<file path="src/rtl/usbrx_pkg.sv">
`timescale 1ns/1ps
package usbrx_pkg;
  localparam int BYTE_W = 8;
  localparam int POS_W  = $clog2(BYTE_W);

  typedef enum logic [1:0] {
    ST_WAIT_J,
    ST_HUNT,
    ST_CHECK,
    ST_RX
  } rx_state_t;
endpackage

</file>
<file path="src/rtl/usbrx_linesync.sv">
`timescale 1ns/1ps
module usbrx_linesync #(
  parameter int W = 2
) (
  input  logic         clk,
  input  logic         rst_n,
  input  logic [W-1:0] d_in,
  output logic [W-1:0] d_out
);
  logic [W-1:0] meta_q;
  logic [W-1:0] stab_q;

  always_ff @(posedge clk or negedge rst_n) begin
    if (!rst_n) begin
      meta_q <= '0;
      stab_q <= '0;
    end else begin
      meta_q <= d_in;
      stab_q <= meta_q;
    end
  end

  assign d_out = stab_q;
endmodule

</file>
<file path="src/rtl/usbrx_framer.sv">
`timescale 1ns/1ps
module usbrx_framer
  import usbrx_pkg::*;
#(
  parameter int OVS = 8
) (
  input  logic clk,
  input  logic rst_n,
  input  logic line_dp,
  input  logic line_dm,
  input  logic stop,
  output logic bit_stb,
  output logic lock
);
  // the second K is judged one bit plus half a bit after the edge
  localparam int CHK_PT = OVS + OVS/2 - 2;
  localparam int CNTW   = $clog2(CHK_PT + 1);

  rx_state_t       state_q, state_n;
  logic [CNTW-1:0] cnt_q, cnt_n;

  assign bit_stb = (state_q == ST_RX) && (cnt_q == CNTW'(OVS - 1));

  always_comb begin
    state_n = state_q;
    cnt_n   = cnt_q;
    lock    = 1'b0;
    case (state_q)
      ST_WAIT_J: begin
        if (line_dm) state_n = ST_HUNT;
      end
      ST_HUNT: begin
        if (!line_dm) begin
          state_n = ST_CHECK;
          cnt_n   = '0;
        end
      end
      ST_CHECK: begin
        if (cnt_q == CNTW'(CHK_PT)) begin
          cnt_n = '0;
          if (line_dp && !line_dm) begin
            state_n = ST_RX;
            lock    = 1'b1;
          end else begin
            state_n = ST_HUNT;
          end
        end else begin
          cnt_n = cnt_q + CNTW'(1);
        end
      end
      ST_RX: begin
        if (bit_stb) cnt_n = '0;
        else         cnt_n = cnt_q + CNTW'(1);
        if (stop) begin
          state_n = ST_WAIT_J;
          cnt_n   = '0;
        end
      end
      default: state_n = ST_WAIT_J;
    endcase
  end

  always_ff @(posedge clk or negedge rst_n) begin
    if (!rst_n) begin
      state_q <= ST_WAIT_J;
      cnt_q   <= '0;
    end else begin
      state_q <= state_n;
      cnt_q   <= cnt_n;
    end
  end

  AST_HUNT_AFTER_J: assert property (@(posedge clk) disable iff (!rst_n)
    (state_q == ST_HUNT && $past(state_q) == ST_WAIT_J) |-> $past(line_dm));
  AST_STB_SPACED: assert property (@(posedge clk) disable iff (!rst_n)
    bit_stb |=> !bit_stb);
endmodule

</file>
<file path="src/rtl/usbrx_deser.sv">
`timescale 1ns/1ps
module usbrx_deser
  import usbrx_pkg::*;
#(
  parameter int STUFF_LEN = 6
) (
  input  logic              clk,
  input  logic              rst_n,
  input  logic              lock,
  input  logic              bit_stb,
  input  logic              line_dp,
  input  logic              line_dm,
  output logic              byte_vld,
  output logic [BYTE_W-1:0] byte_data,
  output logic              eop
);
  localparam int RW = $clog2(STUFF_LEN + 1);

  logic              prev_dm_q, prev_dm_n;
  logic [RW-1:0]     run_q, run_n;
  logic [POS_W-1:0]  pos_q, pos_n;
  logic [BYTE_W-1:0] sh_q, sh_n;
  logic              bit_d;
  logic              se0;

  assign bit_d     = (line_dm == prev_dm_q);
  assign se0       = !line_dp && !line_dm;
  assign byte_data = {bit_d, sh_q[BYTE_W-1:1]};

  always_comb begin
    prev_dm_n = prev_dm_q;
    run_n     = run_q;
    pos_n     = pos_q;
    sh_n      = sh_q;
    byte_vld  = 1'b0;
    eop       = 1'b0;
    if (lock) begin
      prev_dm_n = 1'b0;
      run_n     = RW'(1);
      pos_n     = '0;
      sh_n      = '0;
    end else if (bit_stb) begin
      if (se0 && pos_q != '0) begin
        eop = 1'b1;
      end else begin
        prev_dm_n = line_dm;
        if (run_q == RW'(STUFF_LEN)) begin
          run_n = '0;
        end else begin
          sh_n  = {bit_d, sh_q[BYTE_W-1:1]};
          pos_n = pos_q + POS_W'(1);
          run_n = bit_d ? run_q + RW'(1) : '0;
          if (pos_q == POS_W'(BYTE_W - 1)) byte_vld = 1'b1;
        end
      end
    end
  end

  always_ff @(posedge clk or negedge rst_n) begin
    if (!rst_n) begin
      prev_dm_q <= 1'b0;
      run_q     <= '0;
      pos_q     <= '0;
      sh_q      <= '0;
    end else begin
      prev_dm_q <= prev_dm_n;
      run_q     <= run_n;
      pos_q     <= pos_n;
      sh_q      <= sh_n;
    end
  end

  AST_RUN_LIMIT: assert property (@(posedge clk) disable iff (!rst_n)
    run_q <= RW'(STUFF_LEN));
endmodule

</file>
<file path="src/rtl/usb_ls_rx.sv">
`timescale 1ns/1ps
module usb_ls_rx
  import usbrx_pkg::*;
#(
  parameter int OVS       = 8,
  parameter int BUF_BYTES = 8,
  parameter int STUFF_LEN = 6,
  localparam int CW = $clog2(BUF_BYTES + 1),
  localparam int AW = (BUF_BYTES > 1) ? $clog2(BUF_BYTES) : 1
) (
  input  logic              clk,
  input  logic              rst_n,
  input  logic              usb_dp,
  input  logic              usb_dm,
  output logic              wr_en,
  output logic [AW-1:0]     wr_addr,
  output logic [BYTE_W-1:0] wr_data,
  output logic              pkt_done,
  output logic [CW-1:0]     byte_count,
  output logic              rx_overflow
);
  logic [1:0]        rst_pipe_q;
  logic              rst_int_n;
  logic [1:0]        line_s;
  logic              bit_stb, lock, stop;
  logic              byte_vld, eop;
  logic [BYTE_W-1:0] byte_data;

  logic              wr_en_q, wr_en_n;
  logic [AW-1:0]     addr_q, addr_n;
  logic [BYTE_W-1:0] data_q, data_n;
  logic              done_q, done_n;
  logic [CW-1:0]     cnt_q, cnt_n;
  logic              err_q, err_n;

  always_ff @(posedge clk or negedge rst_n) begin
    if (!rst_n) rst_pipe_q <= '0;
    else        rst_pipe_q <= {rst_pipe_q[0], 1'b1};
  end
  assign rst_int_n = rst_pipe_q[1];

  usbrx_linesync #(.W(2)) u_sync (
    .clk   (clk),
    .rst_n (rst_int_n),
    .d_in  ({usb_dp, usb_dm}),
    .d_out (line_s)
  );

  usbrx_framer #(.OVS(OVS)) u_framer (
    .clk     (clk),
    .rst_n   (rst_int_n),
    .line_dp (line_s[1]),
    .line_dm (line_s[0]),
    .stop    (stop),
    .bit_stb (bit_stb),
    .lock    (lock)
  );

  usbrx_deser #(.STUFF_LEN(STUFF_LEN)) u_deser (
    .clk       (clk),
    .rst_n     (rst_int_n),
    .lock      (lock),
    .bit_stb   (bit_stb),
    .line_dp   (line_s[1]),
    .line_dm   (line_s[0]),
    .byte_vld  (byte_vld),
    .byte_data (byte_data),
    .eop       (eop)
  );

  always_comb begin
    stop    = 1'b0;
    wr_en_n = 1'b0;
    addr_n  = addr_q;
    data_n  = data_q;
    done_n  = 1'b0;
    cnt_n   = cnt_q;
    err_n   = err_q;
    if (lock) begin
      cnt_n = '0;
      err_n = 1'b0;
    end
    if (byte_vld) begin
      if (cnt_q == CW'(BUF_BYTES)) begin
        stop   = 1'b1;
        done_n = 1'b1;
        err_n  = 1'b1;
      end else begin
        wr_en_n = 1'b1;
        addr_n  = AW'(cnt_q);
        data_n  = byte_data;
        cnt_n   = cnt_q + CW'(1);
      end
    end
    if (eop) begin
      stop   = 1'b1;
      done_n = 1'b1;
    end
  end

  always_ff @(posedge clk or negedge rst_int_n) begin
    if (!rst_int_n) begin
      wr_en_q <= 1'b0;
      addr_q  <= '0;
      data_q  <= '0;
      done_q  <= 1'b0;
      cnt_q   <= '0;
      err_q   <= 1'b0;
    end else begin
      wr_en_q <= wr_en_n;
      addr_q  <= addr_n;
      data_q  <= data_n;
      done_q  <= done_n;
      cnt_q   <= cnt_n;
      err_q   <= err_n;
    end
  end

  assign wr_en       = wr_en_q;
  assign wr_addr     = addr_q;
  assign wr_data     = data_q;
  assign pkt_done    = done_q;
  assign byte_count  = cnt_q;
  assign rx_overflow = err_q;

  AST_DONE_PULSE: assert property (@(posedge clk) disable iff (!rst_int_n)
    pkt_done |=> !pkt_done);
  AST_DONE_NO_WRITE: assert property (@(posedge clk) disable iff (!rst_int_n)
    pkt_done |-> !wr_en);
  AST_COUNT_TRACKS_ADDR: assert property (@(posedge clk) disable iff (!rst_int_n)
    wr_en |-> byte_count == CW'(wr_addr) + CW'(1));
  AST_OVERFLOW_FULL: assert property (@(posedge clk) disable iff (!rst_int_n)
    (pkt_done && rx_overflow) |-> byte_count == CW'(BUF_BYTES));
endmodule

</file>
<file path="config.mk">
export PLATFORM = sky130hd
export DESIGN_NAME = usb_ls_rx
export DESIGN_NICKNAME = d
export VERILOG_FILES = /design/src/rtl/usbrx_pkg.sv /design/src/rtl/usbrx_linesync.sv /design/src/rtl/usbrx_framer.sv /design/src/rtl/usbrx_deser.sv /design/src/rtl/usb_ls_rx.sv
export SDC_FILE = /design/constraint.sdc
export NUM_CORES = 1
export LEC_CHECK = 0
export ABC_AREA = 0
export BUFFER_PORTS_ARGS = -buffer_cell sky130_fd_sc_hd__buf_4
export CORE_MARGIN = 1
export CORE_UTILIZATION = 45
export DETAILED_ROUTE_END_ITERATION = 8
export GPL_TIMING_DRIVEN = 0
export SYNTH_ARGS = -nofsm -noshare
export SYNTH_HDL_FRONTEND = slang
export SYNTH_SLANG_ARGS = --single-unit
</file>
<file path="constraint.sdc">
create_clock -name clk -period 4.2 [get_ports clk]
set_clock_uncertainty 0.05 [all_clocks]
set_input_delay 0.21 -clock clk [delete_from_list [all_inputs] [get_ports clk]]
set_output_delay 0.21 -clock clk [all_outputs]
set_load 0.03 [all_outputs]
</file>
# Word-level counts from Yosys, hierarchy flattened
# Index checks and enable logic that the tools add are counted.
# Widths: inputs -> output; s select.
classes:
  bitwise_logic: 1
  n_mux: 49
  reduce_logical: 15
  eq_ne: 15
  add_sub_neg: 4
ops:
  columns: ["cell", "n"]
  rows:
  - ["$mux 8", 4]
  - ["$mux 4", 7]
  - ["$mux 3", 9]
  - ["$mux 1", 22]
  - ["$pmux 4 s3", 1]
  - ["$mux 2", 5]
  - ["$ne 2x2->1 const B", 5]
  - ["$add 4x1->4 const B", 2]
  - ["$eq 4x4->1 const B", 2]
  - ["$pmux 2 s4", 1]
  - ["$add 3x1->3 const B", 2]
  - ["$eq 3x3->1 const B", 2]
  - ["$reduce_and 2->1", 3]
  - ["$reduce_bool 3->1", 2]
  - ["$eq 2x2->1 const B", 2]
  - ["$eq 4x3->1 const B", 1]
  - ["$logic_and 1x1->1", 4]
  - ["$reduce_and 4->1", 1]
  - ["$reduce_and 3->1", 1]
  - ["$eq 2x1->1 const B", 1]
  - ["$logic_not 1->1", 2]
  - ["$logic_not 2->1", 1]
  - ["$ne 2x1->1 const B", 1]
  - ["$reduce_bool 2->1", 1]
  - ["other kinds (2)", 2]
word_totals:
  ff_bits: 45
  output_inout_bits: 18
  word_cells: 99
  input_bits: 4

# Longest topological paths before layout
# Gate-level depths: netlist (run 1).
depth:
  word_depth: 10
  ltp_mapped: 8
  mapped_depth_nobuf: 6

# Hierarchy
# From an unflattened synthesis (run 1), not the netlist that was laid out.
hier_totals:
  hier_cells: 166
  area_unflattened_um2: 2073.2
by_module_without_submodules:
  columns: ["mod", "seq_area_each_um2", "n_inst", "area_each_um2", "cells_each"]
  rows:
  - ["usb_ls_rx", 500.5, 1, 833.3, 56]
  - ["usbrx_deser", 350.3, 1, 738.2, 67]
  - ["usbrx_framer", 150.1, 1, 401.6, 39]
  - ["usbrx_linesync", 100.1, 1, 100.1, 4]

# Worst setup path before layout (run 1)
# Ideal clock, no wire load.
synth_timing:
  path_kind: "register -> register"
  start: "register cnt_q[0] (netlist: byte_count[0])"
  end: "register data_q[0] (netlist: wr_data[0])"
  t_arrival_ns: 1.944
  setup_ns: 0.125
  stages_incl_launch_ff: 8
  slack_ns: 2.081
  path_buffers: 2
  required_ns: 4.025
  cell_sequence: "dfrtp_1 -> inv_1 -> ha_1 -> and3b_1 -> or3_1 -> buf_6 -> buf_8 -> mux2_4"
synth_between:
  elab_chain_len: 3
synth_lines:
  columns: ["item", "line", "rtl"]
  rows:
  - ["start, declared", "usb_ls_rx.sv:33", "logic [CW-1:0] cnt_q, cnt_n;"]
  - ["start signal, assigned", "usb_ls_rx.sv:114", "cnt_q <= cnt_n;"]
  - ["$eq 4x4->1", "usb_ls_rx.sv:84", "if (cnt_q == CW'(BUF_BYTES)) begin"]
  - ["$not 1->1 (no source line)", null, null]
  - ["$reduce_and 2->1 (no source line)", null, null]
  - ["end signal, assigned", "usb_ls_rx.sv:112", "data_q <= data_n;"]
  - ["end, declared", "usb_ls_rx.sv:31", "logic [BYTE_W-1:0] data_q, data_n;"]
# No other way between the ends.
# A chain may end at the register's enable or synchronous reset.

# Worst setup path after layout (run 1)
layout_timing:
  start: "register u_deser.pos_q[0]"
  end: "register data_q[5] (netlist: wr_data[5])"
layout_between:
  elab_chain_len: 7
layout_lines:
  columns: ["item", "line", "rtl"]
  rows:
  - ["start, declared", "usbrx_deser.sv:21", "logic [POS_W-1:0] pos_q, pos_n;"]
  - ["start signal, assigned", "usbrx_deser.sv:68", "pos_q <= pos_n;"]
  - ["$eq 3x3->1", "usbrx_deser.sv:53", "if (pos_q == POS_W'(BYTE_W - 1)) byte_vld = 1'b1;"]
  - ["$mux 1", "usbrx_deser.sv:53", null]
  - ["$mux 1", "usbrx_deser.sv:47", "if (run_q == RW'(STUFF_LEN)) begin"]
  - ["$mux 1 (*)", "usbrx_deser.sv:43", "if (se0 && pos_q != '0) begin"]
  - ["$mux 1 (*)", "usbrx_deser.sv:42", "end else if (bit_stb) begin"]
  - ["$mux 1 (*)", "usbrx_deser.sv:37", "if (lock) begin"]
  - ["$reduce_and 2->1 (no source line) (*)", null, null]
# Every way passes the cells marked *; elsewhere a longest branch is shown, timed or not.

==> results of run 1 <==
## worst reg2reg max path, cell delays in order, from the launching register on
cell and delay, ps:
dfrtp_1 380, ha_1 160, ha_1 160, a21boi_1 410, inv_1 130, or3_1 380, buf_6 150, buf_8 140
mux2_4 300
## per-stage QoR
stage	instance area (um2)	util [%]	setup WS (ps)	hold WS [ps]	power (mW)
global placement	2190	53.6	1880	-57.8	0.699
global route	2300	56.4	1660	175	1.04
detailed placement	2190	53.6	1840	-55.8	0.717
floorplan	1970	-	2080	-136	0.665
finish	2300	56.4	1820	190	0.965
CTS	2300	56.4	1810	172	0.974
## worst max path at each step
stage	slack (ps)	depth (start not counted)	startpoint	endpoint
6_report	1820	8	u_deser.pos_q[0]	wr_data[5]
3_5_place_dp	1840	8	u_deser.pos_q[0]	wr_data[5]
5_1_grt	1660	8	u_deser.pos_q[0]	wr_data[5]
3_3_place_gp	1880	8	u_deser.pos_q[0]	wr_data[5]
2_1_floorplan	2080	7	byte_count[0]	wr_data[0]
4_1_cts	1810	8	u_deser.pos_q[0]	wr_data[5]
## area by class of cell
type | instances | area [um2] | area share [%]
clock inverters | 1 | 8.76 | 0.380
well taps | 50 | 62.6 | 2.71
inverters | 10 | 37.5 | 1.63
clock buffers | 7 | 76.3 | 3.31
repair buffers | 24 | 188 | 8.14
multi-input cells | 115 | 788 | 34.2
plain buffers | 6 | 41.3 | 1.79
flip-flops and latches | 44 | 1100 | 47.8
## logic make-up after synthesis
family	share of synthesized area (%)
AOI/OAI and AO/OA	11.3
xor gates and xnor gates	0.890
adders and majority gates	5.72
buffers and inverters	4.00
DFF	55.9
muxes	7.88
other	0.191
and+or+nand+nor	14.0
## layout by cell type (no fill, tap or decap), drive strengths merged, types with 2 or more instances in the layout
cell          n
nor3          4
mux2i         2
o211ai        2
a32o          2
nor2          5
dfrtp        44
nand2b        2
buf          23
nand2        28
mux2         10
nand3b        4
dlygate4sd3   3
ha            9
clkbuf       11
inv          10
xnor2         2
nand3         4
o21ai        19
nor3b         2
a21oi         4
or3           2
## power by group through the flow
stage	clock network (mW)	logic, mW	registers [mW]
after floorplan	0	0.134	0.531
after global placement	0	0.157	0.542
after detailed placement	0	0.168	0.549
after CTS	0.262	0.172	0.540
after global routing	0.285	0.205	0.552
final	0.252	0.173	0.540
## state kept, by name (all words and copies together) (netlist names)
register,cells
u_framer.state_q,2
rx_overflow,1
wr_data,8
pkt_done,1
wr_en,1
u_sync.meta_q,2
u_framer.cnt_q,4
wr_addr,3
u_deser.run_q,3
u_sync.d_out,2
byte_count,4
u_deser.sh_q,7
rst_pipe_q,2
u_deser.prev_dm_q,1
u_deser.pos_q,3
## metal layers
layer  vias to the layer above  share of wire, %  global-route usage [%]
met5                         -                 0                       0
met4                         0               1.3                    7.81
met3                         5               4.4                    5.67
met2                        35                48                    29.2
met1                       678                46                    24.4
li1                        664                 -                       -
## what timing repair did
action	4_1_cts	5_1_grt
buffers inserted	0	0
hold buffers	3	0
endpoints found under the hold margin	4	0
==> summary.md, run 1 <==
| Metric | Value |
|---|---|
| Antenna cell count | 0 |
| Synth cell count leaders | dfrtp_1, nand2_1, o21ai_0, inv_1, ha_1 |
| Worst endpoint required time | 4330 ps |
| Outcome | complete, no violations |
| Drt wl/cell | 14.1 um |
| Cells along the critical path | ha_1, ha_1, a21boi_1, inv_1, or3_1, buf_6, buf_8, mux2_4 |
| Global route overflow | 0 |
| Number of synthesized register bits | 44 |
| CTS max path bufs | 2 |
| Highest clock rate | 0.421 GHz |
| Effective utilization at floorplan | 48.2% |
| Via count | 1382 |
| Register area share after synthesis | 55.9% |
| DRT iter0 DRCs | 108 |
| Worst VDD drop | 0.000268 V |
| Max cap viols | 0 |
| Hold Crit Class | input port to asynchronous set/reset pin |
| Slew @ Worst Pin | 889 ps |
| Mapped Area | 1970 um2 |
| Ratio of cells with drive above 1 in the final layout | 20.3% |
| Cell taking the most area after synthesis | dfrtp_1 |
| Final hold viol count | 0 |
| Worst path most repeated cell | ha_1 |
| Crit path arrival time | 2510 ps |
| Fillers | 359 |
| Slowest CP cell | a21boi_1 |
| Reg power frac | 55.9% |
| Die W | 68.1 um |
| Worst path buffer plus inverter count | 3 |
| Final GP Congestion | 0.767 |
| Max-slew headroom | 40.7% |
| Post-route ant nets | 0 |
| Prevailing post-synth register cell | dfrtp_1 |
| Fin crit share | 56.6% |
| # resized after CTS | 0 |
| Largest net degree at the start of global routing | 43 |
| I/O pin cnt | 22 |
| Async SR Flop Fraction | 100% |
| TNS Setup | 0 ps |
| Reg-to-Reg Start | u_deser.pos_q[0] |
| Fin cells | 257 |
| Nets@finish | 219 |
| Crit. End Element | flip-flop |
| Largest stage delay, worst path | 410 ps |
| Top-area cell type share of the netlist area | 55.9% |
| Synth unique cells | 37 |
| Placed instance count | 246 |
| Post-Syn Nets | 188 |
| Total GRT Usage | 18.8% |
| Setup Viol. Count Final | 0 |
| Clock transition at path regs | 80 ps |
| Sink Count | 44 |
| Clock power frac | 26.2% |
| Sw Ratio | 30.7% |
| P per Cell Area | 419 nW/um2 |
| Die Area | 4640 um2 |
| Cell Int Power | 0.669 mW |
| Routed Wire Length | 3610 um |
| Reg2reg path depth | 8 |
| H-tree depth | 2 |
| Tmin final | 2380 ps |
| Synthesis Warnings | 0 |
| Initial antenna violation count | 0 |
| Unrepaired setup endpoints after global routing | false |
| Post-synth EDFFs | 0 |
| Worst-Skew Late Latency | 290 ps |
| Main area contributors after synthesis | dfrtp_1, ha_1, nand2_1 |
| Reg2reg end | wr_data[5] |
| Via-per-instance ratio | 5.38 |
| Internal reg-to-reg setup slack | 1820 ps |
| Slew Limit Fails | 0 |
| Switching power | 0.296 mW |
| Worst setup SP type | flip-flop |
| Synth Instances | 175 |
| Logic gate share of total power | 17.9% |
| Remaining DRCs | 0 |
| FP Rows | 23 |
| CORE AREA | 4090 um2 |
| Area grow syn2layout | 17.1% |
| Maximum fanout along the worst path | 10 |
| Vias in the first global route | 1346 |
| IO Port Bufs | 21 |
| TritonCTS Buffers | 5 |
| Die Y | 68.1 um |
| Synth Area per Inst | 11.2 um2 |
| Lkg Pwr | 1.14 nW |
| Drt pass-1 iters | 4 |
| Critical path class | flip-flop to flip-flop |
| Clock root cell | clkbuf_8 |
| First-pass GRT wire length | 6280 um |
| CTS tree | yes |
| Most common cell in the netlist | dfrtp_1 |
| DPL Wire Length | 2570 um |
| Kind of cell adding the most delay to the critical path | buffers and inverters |
Note: power is estimated with default switching activity, not from simulation.
==> run 2: changes to the inputs <==
==> constraint.sdc (replaced) <==
create_clock -name clk -period 2.2 [get_ports clk]
set_clock_uncertainty 0.05 [all_clocks]
set_input_delay 0.11 -clock clk [delete_from_list [all_inputs] [get_ports clk]]
set_output_delay 0.11 -clock clk [all_outputs]
set_load 0.03 [all_outputs]
==> summary.md, run 2 (synthesis results as in run 1) <==
| Metric | Value |
|---|---|
| Global route hottest layer | met2 |
| Fin crit share | 97.9% (+41 points) |
| Routed Wire Length | 3720 um (+3.0%) |
| Ratio of cells with drive above 1 in the final layout | 29.2% (+9.0 points) |
| P per Cell Area | 796 nW/um2 (+90%) |
| Remaining DRCs | 0 (unchanged) |
| Maximum fanout along the worst path | 10 (unchanged) |
| CTS max path bufs | 2 (unchanged) |
| Post-route ant nets | 0 (unchanged) |
| H-tree depth | 2 (unchanged) |
| DPL Wire Length | 2570 um (unchanged) |
| Max cap viols | 0 (unchanged) |
| Critical path class | flip-flop to flip-flop |
| Die W | 68.1 um (unchanged) |
| Lkg Pwr | 1.17 nW (+2.9%) |
| Die Area | 4640 um2 (unchanged) |
| Slew Limit Fails | 0 (unchanged) |
| DRT iter0 DRCs | 116 (+7.4%) |
| First-pass GRT wire length | 6270 um (-0.22%) |
| Antenna cell count | 0 (unchanged) |
| GRT met3 Usage | 6.17% (+0.50 points) |
| Unrepaired setup endpoints after global routing | true |
| I/O pin cnt | 22 (unchanged) |
| Setup Viol. Count Final | 0 (unchanged) |
| Final worst slack | 45.5 ps (-1780 ps) |
| Commonest non-fill, non-tap cell in the layout | dfrtp_1 |
| Worst VDD drop | 0.000525 V (+96%) |
| IO Port Bufs | 21 (unchanged) |
| TNS Setup | 0 ps (unchanged) |
| Critical Path Source | u_framer.cnt_q[1] |
| Cell Int Power | 1.32 mW (+98%) |
| CORE AREA | 4090 um2 (unchanged) |
| Clock transition at path regs | 80 ps (about the same) |
| Placed Area | 2190 um2 (unchanged) |
| Worst-Skew Late Latency | 290 ps (about the same) |
| Tmin final | 2150 ps (-223 ps) |
| Clock root cell | clkbuf_8 |
| Drt wl/cell | 14.2 um (+1.1%) |
| Met2 Resource Use GR | 29.3% (+0.12 points) |
| Worst setup SP type | flip-flop |
| M1 GR Usage | 24.1% (-0.32 points) |
| TritonCTS Buffers | 5 (unchanged) |
| Switching power | 0.596 mW (+100%) |
| Initial antenna violation count | 0 (unchanged) |
| Largest net degree at the start of global routing | 43 (unchanged) |
| Max FFs per register | 8 (unchanged) |
| Most frequent cells in the layout | dfrtp_1, nand2_1, buf_4 |
| Via count | 1383 (+0.072%) |
| Die Y | 68.1 um (unchanged) |
| Area grow syn2layout | 22.4% |
| Crit path arrival time | 2280 ps (-230 ps) |
| Drt pass-1 iters | 4 (unchanged) |
| Final hold viol count | 0 (unchanged) |
| Effective utilization at floorplan | 48.2% (unchanged) |
| Final GP Congestion | 0.767 (unchanged) |
| Via-per-instance ratio | 5.28 (-1.8%) |
| Reg power frac | 53.4% (-2.5 points) |
| Worst endpoint required time | 2330 ps (-2000 ps) |
| Crit. End Element | flip-flop |
| FP Rows | 23 (unchanged) |
| Highest clock rate | 0.464 GHz (+10%) |
| Reg-to-Reg Start | u_framer.cnt_q[1] |
| Max-slew headroom | 40.6% (-0.13 points) |
| Global route overflow | 0 (unchanged) |
| Nets@finish | 224 (+2.3%) |
| Place WS | -163 ps (-2000 ps) |
| Outcome | complete, no violations |
| Clock power frac | 25.2% (-1.0 points) |
| Post-route cell area | 2410 um2 (+4.6%) |
| Slew @ Worst Pin | 891 ps (+1.92 ps) |
| Sw Ratio | 31.1% (+0.39 points) |
| CTS tree | yes |
| Sink Count | 44 (unchanged) |
| Total GRT Usage | 18.8% (-0.035 points) |
| Logic gate share of total power | 21.4% (+3.5 points) |
| Overall Power | 1.92 mW (+99%) |
| Vias in the first global route | 1358 (+0.89%) |
| Hold Crit Class | input port to asynchronous set/reset pin |
==> run 2: changes by cell type in the layout (fill, tap and decap cells not counted), moves of 3 or more <==
cell / before / now
clkbuf_1: 6 / 3
inv_2: 0 / 3
ha_1: 9 / 5
buf_4: 21 / 28
inv_1: 10 / 7
ha_2: 0 / 3
==> run 2: worst max-delay path, stage by stage (launching register included) <==
cell      delay [ps]
dfrtp_1          370
ha_2             230
nand3b_4         130
a211o_4          330
or3_4            370
buf_6            130
buf_8            140
mux2_4           290
==> run 2: final timing paths <==
| path | end | slack (ps) | cells past startpoint |
|---|---|---|---|
| worst max-delay path | wr_data[0] | 50 | 7 |
| worst min-delay path | rst_pipe_q[1] | 90 | 2 |
| worst max register to register | wr_data[0] | 50 | 7 |
| worst min register to register | u_sync.d_out[1] | 300 | 0 |
| max in group asynchronous | u_deser.pos_q[1] | 1190 | 0 |
| min in group clk | u_sync.d_out[1] | 300 | 0 |
==> run 2: metrics by stage <==
| stage | hold slack [ps] | util (%) | instances |
|---|---|---|---|
| 2_1_floorplan | -236 | - | 175 |
| 3_3_place_gp | -158 | 53.6 | 246 |
| 3_5_place_dp | -156 | 53.6 | 246 |
| 4_1_cts | 72.1 | 57.3 | 259 |
| 5_1_grt | 74.7 | 59.0 | 262 |
| 6_report | 90.9 | 59.0 | 262 |
==> run 2: power groups by stage <==
stage / Combinational (mW) / Sequential (mW) / Clock [mW]
detailed placement: 0.321 / 1.05 / 0
CTS: 0.358 / 1.03 / 0.501
global placement: 0.299 / 1.03 / 0
finish: 0.411 / 1.02 / 0.484
floorplan: 0.255 / 1.01 / 0
global route: 0.471 / 1.04 / 0.545
==> run 2: layer usage <==
| layer | share of wire (%) | up-vias |
|---|---|---|
| li1 | - | 668 |
| met1 | 48 | 682 |
| met2 | 48 | 27 |
| met3 | 3.3 | 6 |
| met4 | 1.4 | 0 |
| met5 | 0 | - |
==> run 2: what timing repair did <==
| action | in CTS | in global routing |
|---|---|---|
| buffers inserted | 2 | 5 |
| setup endpoints to repair | 13 | 23 |
| pin swaps | 1 | 3 |
| gates resized for setup | 5 | 11 |
| hold endpoints to repair | 4 | 0 |
| hold buffers | 3 | 0 |
==> run 2: area by class of cell <==
class,instances,area (um2)
clock buffer,7,76.3
clock inverter,1,8.76
multi-input combinational,115,847
tap,50,62.6
buffer,4,35.0
timing repair buffer,31,240
inverter,10,37.5
sequential,44,1100
fill,345,1680
==> run 3: changes to the inputs <==
--- a/config.mk
+++ b/config.mk
@@ -11,6 +11,7 @@
 export CORE_UTILIZATION = 45
 export DETAILED_ROUTE_END_ITERATION = 8
 export GPL_TIMING_DRIVEN = 0
+export MAX_ROUTING_LAYER = met4
 export SYNTH_ARGS = -nofsm -noshare
 export SYNTH_HDL_FRONTEND = slang
 export SYNTH_SLANG_ARGS = --single-unit
==> summary.md, run 3 (synthesis results as in run 1) <==
| Metric | Value |
|---|---|
| DPL Wire Length | 2570 um (unchanged) |
| Via-per-instance ratio | 5.30 (+0.36%) |
| Clock root cell | clkbuf_8 |
| Fin cells | 262 (unchanged) |
| Sink Count | 44 (unchanged) |
| Remaining DRCs | 0 (unchanged) |
| Max FFs per register | 8 (unchanged) |
| Die Y | 68.1 um (unchanged) |
| Effective utilization at floorplan | 48.2% (unchanged) |
| Highest clock rate | 0.465 GHz (+0.13%) |
| Slew Limit Fails | 0 (unchanged) |
| Ratio of cells with drive above 1 in the final layout | 29.2% (unchanged) |
| I/O pin cnt | 22 (unchanged) |
| Via count | 1388 (+0.36%) |
| Hold Crit Class | input port to asynchronous set/reset pin |
| Critical path class | flip-flop to flip-flop |
| Maximum fanout along the worst path | 10 (unchanged) |
| Area grow syn2layout | 22.4% (unchanged) |
| CORE AREA | 4090 um2 (unchanged) |
| Outcome | complete, no violations |
| Final hold viol count | 0 (unchanged) |
| Clock transition at path regs | 80 ps (about the same) |
| H-tree depth | 2 (unchanged) |
| Worst endpoint required time | 2330 ps (about the same) |
| Global route overflow | 0 (unchanged) |
| DRT iter0 DRCs | 101 (-13%) |
| P per Cell Area | 796 nW/um2 (about the same) |
| Total GRT Usage | 19.3% (+0.51 points) |
| Worst Hold Slack | 91.4 ps (+0.539 ps) |
| Die W | 68.1 um (unchanged) |
| Commonest non-fill, non-tap cell in the layout | dfrtp_1 |
| Routed Wire Length | 3740 um (+0.51%) |
| Final GP Congestion | 0.777 (+1.3%) |
| Vias in the first global route | 1360 (+0.15%) |
| Worst-Skew Late Latency | 290 ps (about the same) |
| Fin crit share | 97.8% (-0.13 points) |
| Worst setup SP type | flip-flop |
| Worst VDD drop | 0.000529 V (+0.67%) |
| Tmin final | 2150 ps (-2.79 ps) |
| CTS max path bufs | 2 (unchanged) |
| Unrepaired setup endpoints after global routing | true |
| Lkg Pwr | 1.17 nW (unchanged) |
| Post-route ant nets | 0 (unchanged) |
| TNS Setup | 0 ps (unchanged) |
| Nets@finish | 224 (unchanged) |
| Fillers | 345 (unchanged) |
| Most frequent cells in the layout | dfrtp_1, nand2_1, buf_4 |
| Initial antenna violation count | 0 (unchanged) |
| Die Area | 4640 um2 (unchanged) |
| Crit path arrival time | 2280 ps (about the same) |
| Placed instance count | 246 (unchanged) |
| First-pass GRT wire length | 6260 um (-0.11%) |
| Max cap viols | 0 (unchanged) |
| Drt wl/cell | 14.3 um (+0.51%) |
| IO Port Bufs | 21 (unchanged) |
| Drt pass-1 iters | 4 (unchanged) |
| Max-slew headroom | 40.2% (-0.42 points) |
| Crit. End Element | flip-flop |
| FP Rows | 23 (unchanged) |
| Slew @ Worst Pin | 898 ps (+6.37 ps) |
| Setup Viol. Count Final | 0 (unchanged) |
| TritonCTS Buffers | 5 (unchanged) |
| CTS tree | yes |
| Largest net degree at the start of global routing | 43 (unchanged) |
| Antenna cell count | 0 (unchanged) |
## run 3: cell counts in the layout (fill, tap and decap cells not counted)
No cell type changed its count.
## run 3: what timing repair did
action,in CTS,in global routing
setup buffers,2,5
hold endpoints to repair,4,0
resized for setup,5,11
pin swaps,1,3
hold buffers,3,0
endpoints found under the setup margin,13,23
## run 3: path summary, 6_finish.rpt
kind                                         from                 to  slack [ps]  cells after the start
worst max register to register  u_framer.cnt_q[1]         wr_data[0]          50                      7
worst min register to register   u_sync.meta_q[1]    u_sync.d_out[1]         310                      0
worst min-delay path                        rst_n      rst_pipe_q[1]          90                      2
worst max-delay path            u_framer.cnt_q[1]         wr_data[0]          50                      7
min in group clk                 u_sync.meta_q[1]    u_sync.d_out[1]         310                      0
max in group asynchronous           rst_pipe_q[1]  u_framer.cnt_q[2]        1190                      0
## run 3: area by class of cell
| class | count | area (um2) | share of cell area [%] |
|---|---|---|---|
| inverter | 10 | 37.5 | 1.56 |
| multi-input combinational | 115 | 847 | 35.2 |
| clock inverter | 1 | 8.76 | 0.363 |
| tap | 50 | 62.6 | 2.60 |
| sequential | 44 | 1100 | 45.7 |
| clock buffer | 7 | 76.3 | 3.17 |
| buffer | 4 | 35.0 | 1.45 |
| timing repair buffer | 31 | 240 | 9.97 |
## run 3: metrics by stage
stage                     setup slack [ps]  utilization, %  total power [mW]  area [um2]
after floorplan                       80.8               -              1.27        1970
after global placement                -118            53.6              1.33        2190
after detailed placement              -163            53.6              1.37        2190
after CTS                             16.5            57.3              1.88        2340
after global routing                 -13.4            59.0              2.06        2410
final                                 48.3            59.0              1.92        2410
## run 3: report_power, final
part | internal (mW) | switching [mW] | total [mW]
Combinational | 0.188 | 0.221 | 0.410
Clock | 0.227 | 0.258 | 0.485
Sequential | 0.907 | 0.116 | 1.02
Total | 1.32 | 0.596 | 1.92
## run 3: metal layers
metal	wire (um)	GRT usage, %
met1	1760	23.9
met2	1790	29.5
met3	146	6.00
met4	53	7.29
met5	0	-
## run 3: worst max-delay path, cell delays in order, from the launching register on
cell and delay, ps:
dfrtp_1 370, ha_2 230, nand3b_4 130, a211o_4 330
or3_4 370, buf_6 130, buf_8 140, mux2_4 290
